--- src/rtl/dram_ctrl_pkg.sv ---
package dram_ctrl_pkg;

    typedef enum logic [2:0] {
        ST_IDLE = 3'd0,
        ST_RSET = 3'd1,
        ST_RSTB = 3'd2,
        ST_CSET = 3'd3,
        ST_CSTB = 3'd4,
        ST_XFER = 3'd5,
        ST_FSET = 3'd6,
        ST_FSTB = 3'd7
    } state_e;

    typedef enum logic [1:0] {
        SEL_ROW = 2'd0,
        SEL_COL = 2'd1,
        SEL_REF = 2'd2
    } addr_sel_e;

endpackage

--- src/rtl/dram_refresh_sched.sv ---
module dram_refresh_sched #(
    parameter int REF_INTERVAL = 97,
    parameter int REF_BURST    = 1,
    parameter int OWED_W       = 3
) (
    input  logic clk,
    input  logic rst_n,
    input  logic take,
    output logic due
);
    localparam int TW = (REF_INTERVAL > 2) ? $clog2(REF_INTERVAL) : 1;
    localparam logic [TW-1:0]     TLAST = TW'(REF_INTERVAL - 1);
    localparam logic [OWED_W-1:0] BURST = OWED_W'(REF_BURST);

    typedef struct packed {
        logic [TW-1:0]     tcnt;
        logic [OWED_W-1:0] owed;
        logic              burst;
    } sched_t;

    sched_t s_q, s_d;
    logic   tick;

    always_comb begin
        s_d  = s_q;
        tick = (s_q.tcnt == TLAST);
        s_d.tcnt = tick ? '0 : s_q.tcnt + 1'b1;
        case ({tick, take})
            2'b10:   s_d.owed = s_q.owed + 1'b1;
            2'b01:   s_d.owed = s_q.owed - 1'b1;
            default: s_d.owed = s_q.owed;
        endcase
        if (take) s_d.burst = (s_d.owed != '0);
    end

    always_ff @(posedge clk or negedge rst_n) begin
        if (!rst_n) s_q <= '0;
        else        s_q <= s_d;
    end

    assign due = (s_q.owed >= BURST) || (s_q.burst && (s_q.owed != '0));


    take_with_debt_chk: assert property (@(posedge clk) disable iff (!rst_n)
        take |-> (s_q.owed != '0));


    debt_bound_chk: assert property (@(posedge clk) disable iff (!rst_n)
        s_q.owed != '1);

endmodule

--- src/rtl/dram_addr_mux.sv ---
module dram_addr_mux
    import dram_ctrl_pkg::*;
#(
    parameter int ROW_BITS = 10
) (
    input  addr_sel_e               sel,
    input  logic [2*ROW_BITS-1:0]   host_addr,
    input  logic [ROW_BITS-1:0]     ref_row,
    output logic [ROW_BITS-1:0]     pin_addr
);
    always_comb begin
        case (sel)
            SEL_COL: pin_addr = host_addr[2*ROW_BITS-1:ROW_BITS];
            SEL_REF: pin_addr = ref_row;
            default: pin_addr = host_addr[ROW_BITS-1:0];
        endcase
    end
endmodule

--- src/rtl/dram_ctrl.sv ---
module dram_ctrl
    import dram_ctrl_pkg::*;
#(
    parameter int ROW_BITS     = 10,
    parameter int REF_INTERVAL = 97,
    parameter int REF_BURST    = 1,
    parameter int T_PRECHARGE  = 3,
    parameter int T_REF_LOW    = 2
) (
    input  logic                    clk,
    input  logic                    rst_n,
    input  logic                    req_valid,
    input  logic                    req_write,
    input  logic [2*ROW_BITS-1:0]   req_addr,
    input  logic                    req_wdata,
    output logic                    ready,
    output logic                    rd_valid,
    output logic                    rd_data,
    output logic [ROW_BITS-1:0]     dram_addr,
    output logic                    dram_ras_n,
    output logic                    dram_cas_n,
    output logic                    dram_we_n,
    output logic                    dram_wdata,
    input  logic                    dram_rdata
);
    localparam int ADDR_BITS = 2 * ROW_BITS;
    localparam int WAIT_MAX  = (T_PRECHARGE > T_REF_LOW) ? T_PRECHARGE : T_REF_LOW;
    localparam int CNT_W     = $clog2(WAIT_MAX + 1);
    localparam int OWED_W    = $clog2(REF_BURST + 3) + 1;
    localparam logic [CNT_W-1:0] PRE_LOAD = CNT_W'(T_PRECHARGE - 1);
    localparam logic [CNT_W-1:0] REF_LOAD = CNT_W'(T_REF_LOW - 1);

    typedef struct packed {
        state_e                 st;
        logic [CNT_W-1:0]       cnt;
        logic [ADDR_BITS-1:0]   addr;
        logic                   wr;
        logic                   wdat;
        logic [ROW_BITS-1:0]    ref_row;
        logic                   rdv;
        logic                   rdd;
    } ctl_t;

    ctl_t      c_q, c_d;
    logic      due;
    logic      take;
    addr_sel_e sel;

    dram_refresh_sched #(
        .REF_INTERVAL (REF_INTERVAL),
        .REF_BURST    (REF_BURST),
        .OWED_W       (OWED_W)
    ) u_sched (
        .clk   (clk),
        .rst_n (rst_n),
        .take  (take),
        .due   (due)
    );

    always_comb begin
        c_d     = c_q;
        c_d.rdv = 1'b0;
        take    = 1'b0;
        case (c_q.st)
            ST_IDLE: begin
                if (c_q.cnt != '0) begin
                    c_d.cnt = c_q.cnt - 1'b1;
                end else if (due) begin
                    c_d.st = ST_FSET;
                end else if (req_valid) begin
                    c_d.st   = ST_RSET;
                    c_d.addr = req_addr;
                    c_d.wr   = req_write;
                    c_d.wdat = req_wdata;
                end
            end
            ST_RSET: c_d.st = ST_RSTB;
            ST_RSTB: c_d.st = ST_CSET;
            ST_CSET: c_d.st = ST_CSTB;
            ST_CSTB: c_d.st = ST_XFER;
            ST_XFER: begin
                c_d.st  = ST_IDLE;
                c_d.cnt = PRE_LOAD;
                c_d.rdv = !c_q.wr;
                if (!c_q.wr) c_d.rdd = dram_rdata;
            end
            ST_FSET: begin
                c_d.st  = ST_FSTB;
                c_d.cnt = REF_LOAD;
                take    = 1'b1;
            end
            ST_FSTB: begin
                if (c_q.cnt != '0) begin
                    c_d.cnt = c_q.cnt - 1'b1;
                end else begin
                    c_d.st      = ST_IDLE;
                    c_d.cnt     = PRE_LOAD;
                    c_d.ref_row = c_q.ref_row + 1'b1;
                end
            end
            default: c_d.st = ST_IDLE;
        endcase
    end

    always_ff @(posedge clk or negedge rst_n) begin
        if (!rst_n) begin
            c_q    <= '0;
            c_q.st <= ST_IDLE;
        end else begin
            c_q <= c_d;
        end
    end

    always_comb begin
        case (c_q.st)
            ST_CSET, ST_CSTB, ST_XFER: sel = SEL_COL;
            ST_FSET, ST_FSTB:          sel = SEL_REF;
            default:                   sel = SEL_ROW;
        endcase
    end

    dram_addr_mux #(.ROW_BITS(ROW_BITS)) u_mux (
        .sel       (sel),
        .host_addr (c_q.addr),
        .ref_row   (c_q.ref_row),
        .pin_addr  (dram_addr)
    );

    assign dram_ras_n = !(c_q.st inside {ST_RSTB, ST_CSET, ST_CSTB, ST_XFER, ST_FSTB});
    assign dram_cas_n = !(c_q.st inside {ST_CSTB, ST_XFER});
    assign dram_we_n  = !((c_q.st == ST_XFER) && c_q.wr);
    assign dram_wdata = c_q.wdat;
    assign ready      = (c_q.st == ST_IDLE) && (c_q.cnt == '0) && !due;
    assign rd_valid   = c_q.rdv;
    assign rd_data    = c_q.rdd;


    row_setup_chk: assert property (@(posedge clk) disable iff (!rst_n)
        $fell(dram_ras_n) |-> $stable(dram_addr));


    col_setup_chk: assert property (@(posedge clk) disable iff (!rst_n)
        $fell(dram_cas_n) |-> ($stable(dram_addr) && !dram_ras_n));


    cas_under_ras_chk: assert property (@(posedge clk) disable iff (!rst_n)
        !dram_cas_n |-> !dram_ras_n);


    we_after_cas_chk: assert property (@(posedge clk) disable iff (!rst_n)
        !dram_we_n |-> (!dram_cas_n && $past(!dram_cas_n)));


    rd_pulse_chk: assert property (@(posedge clk) disable iff (!rst_n)
        rd_valid |=> !rd_valid);


    ready_idle_chk: assert property (@(posedge clk) disable iff (!rst_n)
        ready |-> (dram_ras_n && dram_cas_n));


    precharge_chk: assert property (@(posedge clk) disable iff (!rst_n)
        $rose(dram_ras_n) |=> dram_ras_n);

endmodule

--- config.mk ---
export PLATFORM = sky130hd
export DESIGN_NAME = dram_ctrl
export DESIGN_NICKNAME = d
export VERILOG_FILES = /design/src/rtl/dram_ctrl_pkg.sv /design/src/rtl/dram_refresh_sched.sv /design/src/rtl/dram_addr_mux.sv /design/src/rtl/dram_ctrl.sv
export SDC_FILE = /design/constraint.sdc
export NUM_CORES = 1
export LEC_CHECK = 0
export ABC_AREA = 1
export BUFFER_PORTS_ARGS = -buffer_cell sky130_fd_sc_hd__clkbuf_2
export CAP_MARGIN = 30
export CORE_ASPECT_RATIO = 0.5
export CORE_MARGIN = 5
export CORE_UTILIZATION = 30
export DETAILED_ROUTE_END_ITERATION = 12
export PLACE_DENSITY_LB_ADDON = 0.05
export SYNTH_ARGS = -nofsm -noshare
export SYNTH_HDL_FRONTEND = slang
export SYNTH_SLANG_ARGS = --single-unit
--- constraint.sdc ---
create_clock -name clk -period 1.7 [get_ports clk]
set_clock_uncertainty 0.05 [all_clocks]
set_input_delay 0.255 -clock clk [delete_from_list [all_inputs] [get_ports clk]]
set_output_delay 0.255 -clock clk [all_outputs]
set_load 0.02 [all_outputs]
==> impl_metrics.py <==
metrics = {
    "outcome": {
        "status": "finished, violations left",
        "violations": "negative setup slack",
    },
    "logic_synthesis": {
        "postSynthAreaPerCell_um2": 7.817,
        "async_reset_ff_frac": 1.000,
        "synth_nets": 394,
        "syn_inst": 355,
        "yosys_register_bits": 50,
        "yosysUniqueCellTypes": 27,
        "ys.flop_type": "dfrtp_1",
        "yosysWarnings": 0,
        "yosysSeqAreaShare": 0.4509,
        "syn_area_um2": 2775,
        "synth-edff-count": 0,
    },
    "clocking": {
        "numCtsBuffers": 5,
        "clock_path_buffers": 2,
        "clkSlewWorstSetupHoldPaths_ns": 0.07,
        "clockRootBuffer": "clkbuf_16",
        "htree_levels": 2,
        "cts.sinks": 50,
        "cts_tree": "done",
        "insertion_delay_ns": 0.29,
    },
    "power": {
        "pwr-share-seq": 0.248,
        "switching_power_w": 0.002975,
        "comb_power_share": 0.606,
        "leakagePower_nw": 2.132,
        "p_sw_frac": 0.4004,
        "power_density_nw_per_um2": 1690,
        "vdd_drop_max_mv": 0.5325,
        "internal_power_w": 0.004455,
        "clkPwrFrac": 0.146,
        "power.total_w": 0.007430,
    },
    "route": {
        "wl_per_cell_um": 13.90,
        "vias": 2597,
        "wl_um": 7851,
        "first_pass_iters": 4,
        "ant_nets": 0,
        "drc": 0,
        "drt_iter0_drc": 133,
        "via_per_inst": 4.596,
    },
    "grt": {
        "grt_use_total": 0.1413,
        "grt_first_pass_wirelength_um": 12990,
        "grt_max_degree": 51,
        "antenna_found_initial": 0,
        "grt_pass1_vias": 2600,
        "grt-ovfl-total": 0,
    },
    "cells_and_area": {
        "n_antenna_cell": 0,
        "finalNonFillerCells": 565,
        "fill_cells": 837,
        "fin_util": 0.4963,
        "nets": 486,
        "drive_above_1_share": 0.4531,
        "layout-area-overhead-vs-synth_pct": 58.43,
    },
    "worst_setup_path": {
        "worstSetupPathType": "flip-flop to output pin",
        "crit_required_ns": 1.39,
        "crit_arrival_ns": 1.86,
        "worst-path-buf-inv": 3,
        "crit_path_max_fanout": 10,
        "endpoint_kind": "output pin",
        "r2r_slack_ns": -0.26,
        "rr_endpoint": "c_q[20]",
        "cp-startpoint": "c_q[37]",
        "path_cells": "nand2_4 > nor2_4 > a21oi_2 > inv_2 > ha_4 > buf_12 > a21oi_2 > a21oi_2 > clkbuf_8",
        "crit_slowest_cell": "dfrtp_2",
        "slowest_delay_ns": 0.44,
        "startpoint_type": "flip-flop",
        "path_delay_family": "flip-flops",
        "crit_path_frequent_cell": "a21oi_2",
        "r2r_cells": 13,
        "rr_startpoint": "c_q[38]",
    },
    "hold_path": {
        "hold-path-cell-count": 3,
        "min_to": "rd_data",
        "worstHoldPathType": "input pin to flip-flop",
        "hold_start": "dram_rdata",
    },
    "floorplanning": {
        "dieArea_um2": 11390,
        "io_pins": 43,
        "die_y_um": 78.01,
        "rows": 24,
        "core_area_um2": 8859,
        "start_util": 0.3133,
        "die_w_um": 146.0,
    },
    "timing": {
        "slew_headroom": 0.7140,
        "tightest_slew_ns": 0.4289,
        "min_period_over_period": 1.271,
        "period_minus_slack_ns": 2.160,
        "max_freq_mhz": 463.0,
        "setup_violations": 38,
        "fin_tns_setup_ns": -9.150,
        "hold_viol_final": 0,
        "slew_viol_final": 0,
        "setup_ws_ns": -0.4600,
        "grt_setup_unrepaired": "yes",
    },
    "placement": {
        "place_ws_ns": -0.2307,
        "dp_hpwl_um": 5050,
        "numPlacedInstances": 533,
        "port_buffers": 42,
        "gp_congestion": 0.7858,
    },
    "job": {
        "drv_cap": 0,
    },
}
## flip-flops by register name, indices dropped and copies added, names as in the netlist
name         count
rd_valid         1
dram_wdata       1
rd_data          1
u_sched.s_q     11
c_q             36
## synth_stat cells (2+ instances only)
master / instances / area (um^2)
nand3_1: 35 / 175.2
buf_4: 2 / 15.01
nand2_4: 2 / 22.52
ha_1: 13 / 162.7
nand2_2: 2 / 12.51
nor2_4: 2 / 22.52
nor2_1: 34 / 127.6
dfrtp_1: 50 / 1251
inv_2: 2 / 7.510
buf_6: 5 / 56.30
xnor2_1: 6 / 52.55
nand2_1: 110 / 412.9
a21oi_1: 26 / 130.1
xor2_1: 3 / 26.28
o21ai_0: 7 / 35.03
inv_1: 37 / 138.9
nand4_1: 5 / 31.28
clkbuf_1: 5 / 18.77
## power by group through the flow
stage               logic (W)  registers (W)  clock network [W]
detailed placement    0.00273        0.00177                  0
global placement      0.00271        0.00176                  0
CTS                   0.00407        0.00181            0.00113
floorplan             0.00200        0.00172                  0
finish                0.00450        0.00184            0.00109
global route          0.00485        0.00188            0.00118
## cell usage in the layout, fill, tap and decap left out, types with 15 or more instances in the layout
master    count
nand2_2      20
inv_1        27
dfrtp_1      48
buf_4        28
nand2_1      89
nor2_1       20
a21oi_2      21
nand3_1      23
clkbuf_2     28
nor2_4       15
## cell type report
cell class | count | area, um^2 | area share
multi-input combinational | 256 | 1720 | 0.3913
sequential | 50 | 1254 | 0.2851
timing repair buffer | 94 | 954.7 | 0.2171
inverter | 40 | 160.2 | 0.03643
clock buffer | 7 | 152.6 | 0.03472
tap | 117 | 146.4 | 0.03330
clock inverter | 1 | 8.758 | 0.001992
## metrics by stage
step           cell area (um^2)  hold WS (ns)
5_1_grt                    4397        0.1270
3_5_place_dp               3421        0.2305
2_1_floorplan              2915      -0.09059
3_3_place_gp               3421        0.2237
4_1_cts                    4109        0.1117
6_report                   4397        0.1157
## layer usage
| layer | wire [um] | up-vias | track usage |
|---|---|---|---|
| met2 | 3760 | 33 | 0.2422 |
| li1 | - | 1321 | - |
| met1 | 3716 | 1236 | 0.1821 |
| met3 | 281 | 7 | 0.03625 |
| met5 | 0 | - | 0 |
| met4 | 93 | 0 | 0.03283 |
## worst reg2reg max path: stages (launching register included)
cell,delay (ns)
dfrtp_2,0.44
buf_4,0.15
buf_4,0.13
buf_6,0.12
nor2_4,0.08
nand2_2,0.06
inv_2,0.07
nand2_4,0.07
nor2_8,0.11
buf_8,0.14
buf_12,0.11
bufbuf_16,0.25
nand3_1,0.06
nand2_1,0.07
## how the worst max path moves through the flow
stage | cells after the start | endpoint | slack [ns]
6_report | 9 | dram_addr[2] | -0.46
3_5_place_dp | 8 | dram_addr[2] | -0.23
3_3_place_gp | 9 | dram_addr[2] | -0.19
2_1_floorplan | 9 | dram_addr[0] | -0.1
5_1_grt | 10 | dram_addr[0] | -0.55
4_1_cts | 10 | dram_addr[2] | -0.47
## logic make-up (layout without fill, tap and decap cells)
| logic type | count (synthesis) | count (layout) | synth area share |
|---|---|---|---|
| compound gates | 36 | 36 | 0.06763 |
| xor+xnor | 9 | 9 | 0.02841 |
| fa+ha+maj | 13 | 13 | 0.05861 |
| buf+inv | 52 | 142 | 0.08656 |
| flops | 50 | 50 | 0.4509 |
| simple gates | 195 | 198 | 0.3079 |
## repair_timing
item,CTS,global route
pin swaps,26,19
cloned,5,2
setup buffers,10,7
hold buffers,1,0
resized for setup,84,61
hold endpoints to repair,50,0
endpoints found under the setup margin,38,51
Note: power is estimated with default switching activity, not from simulation.
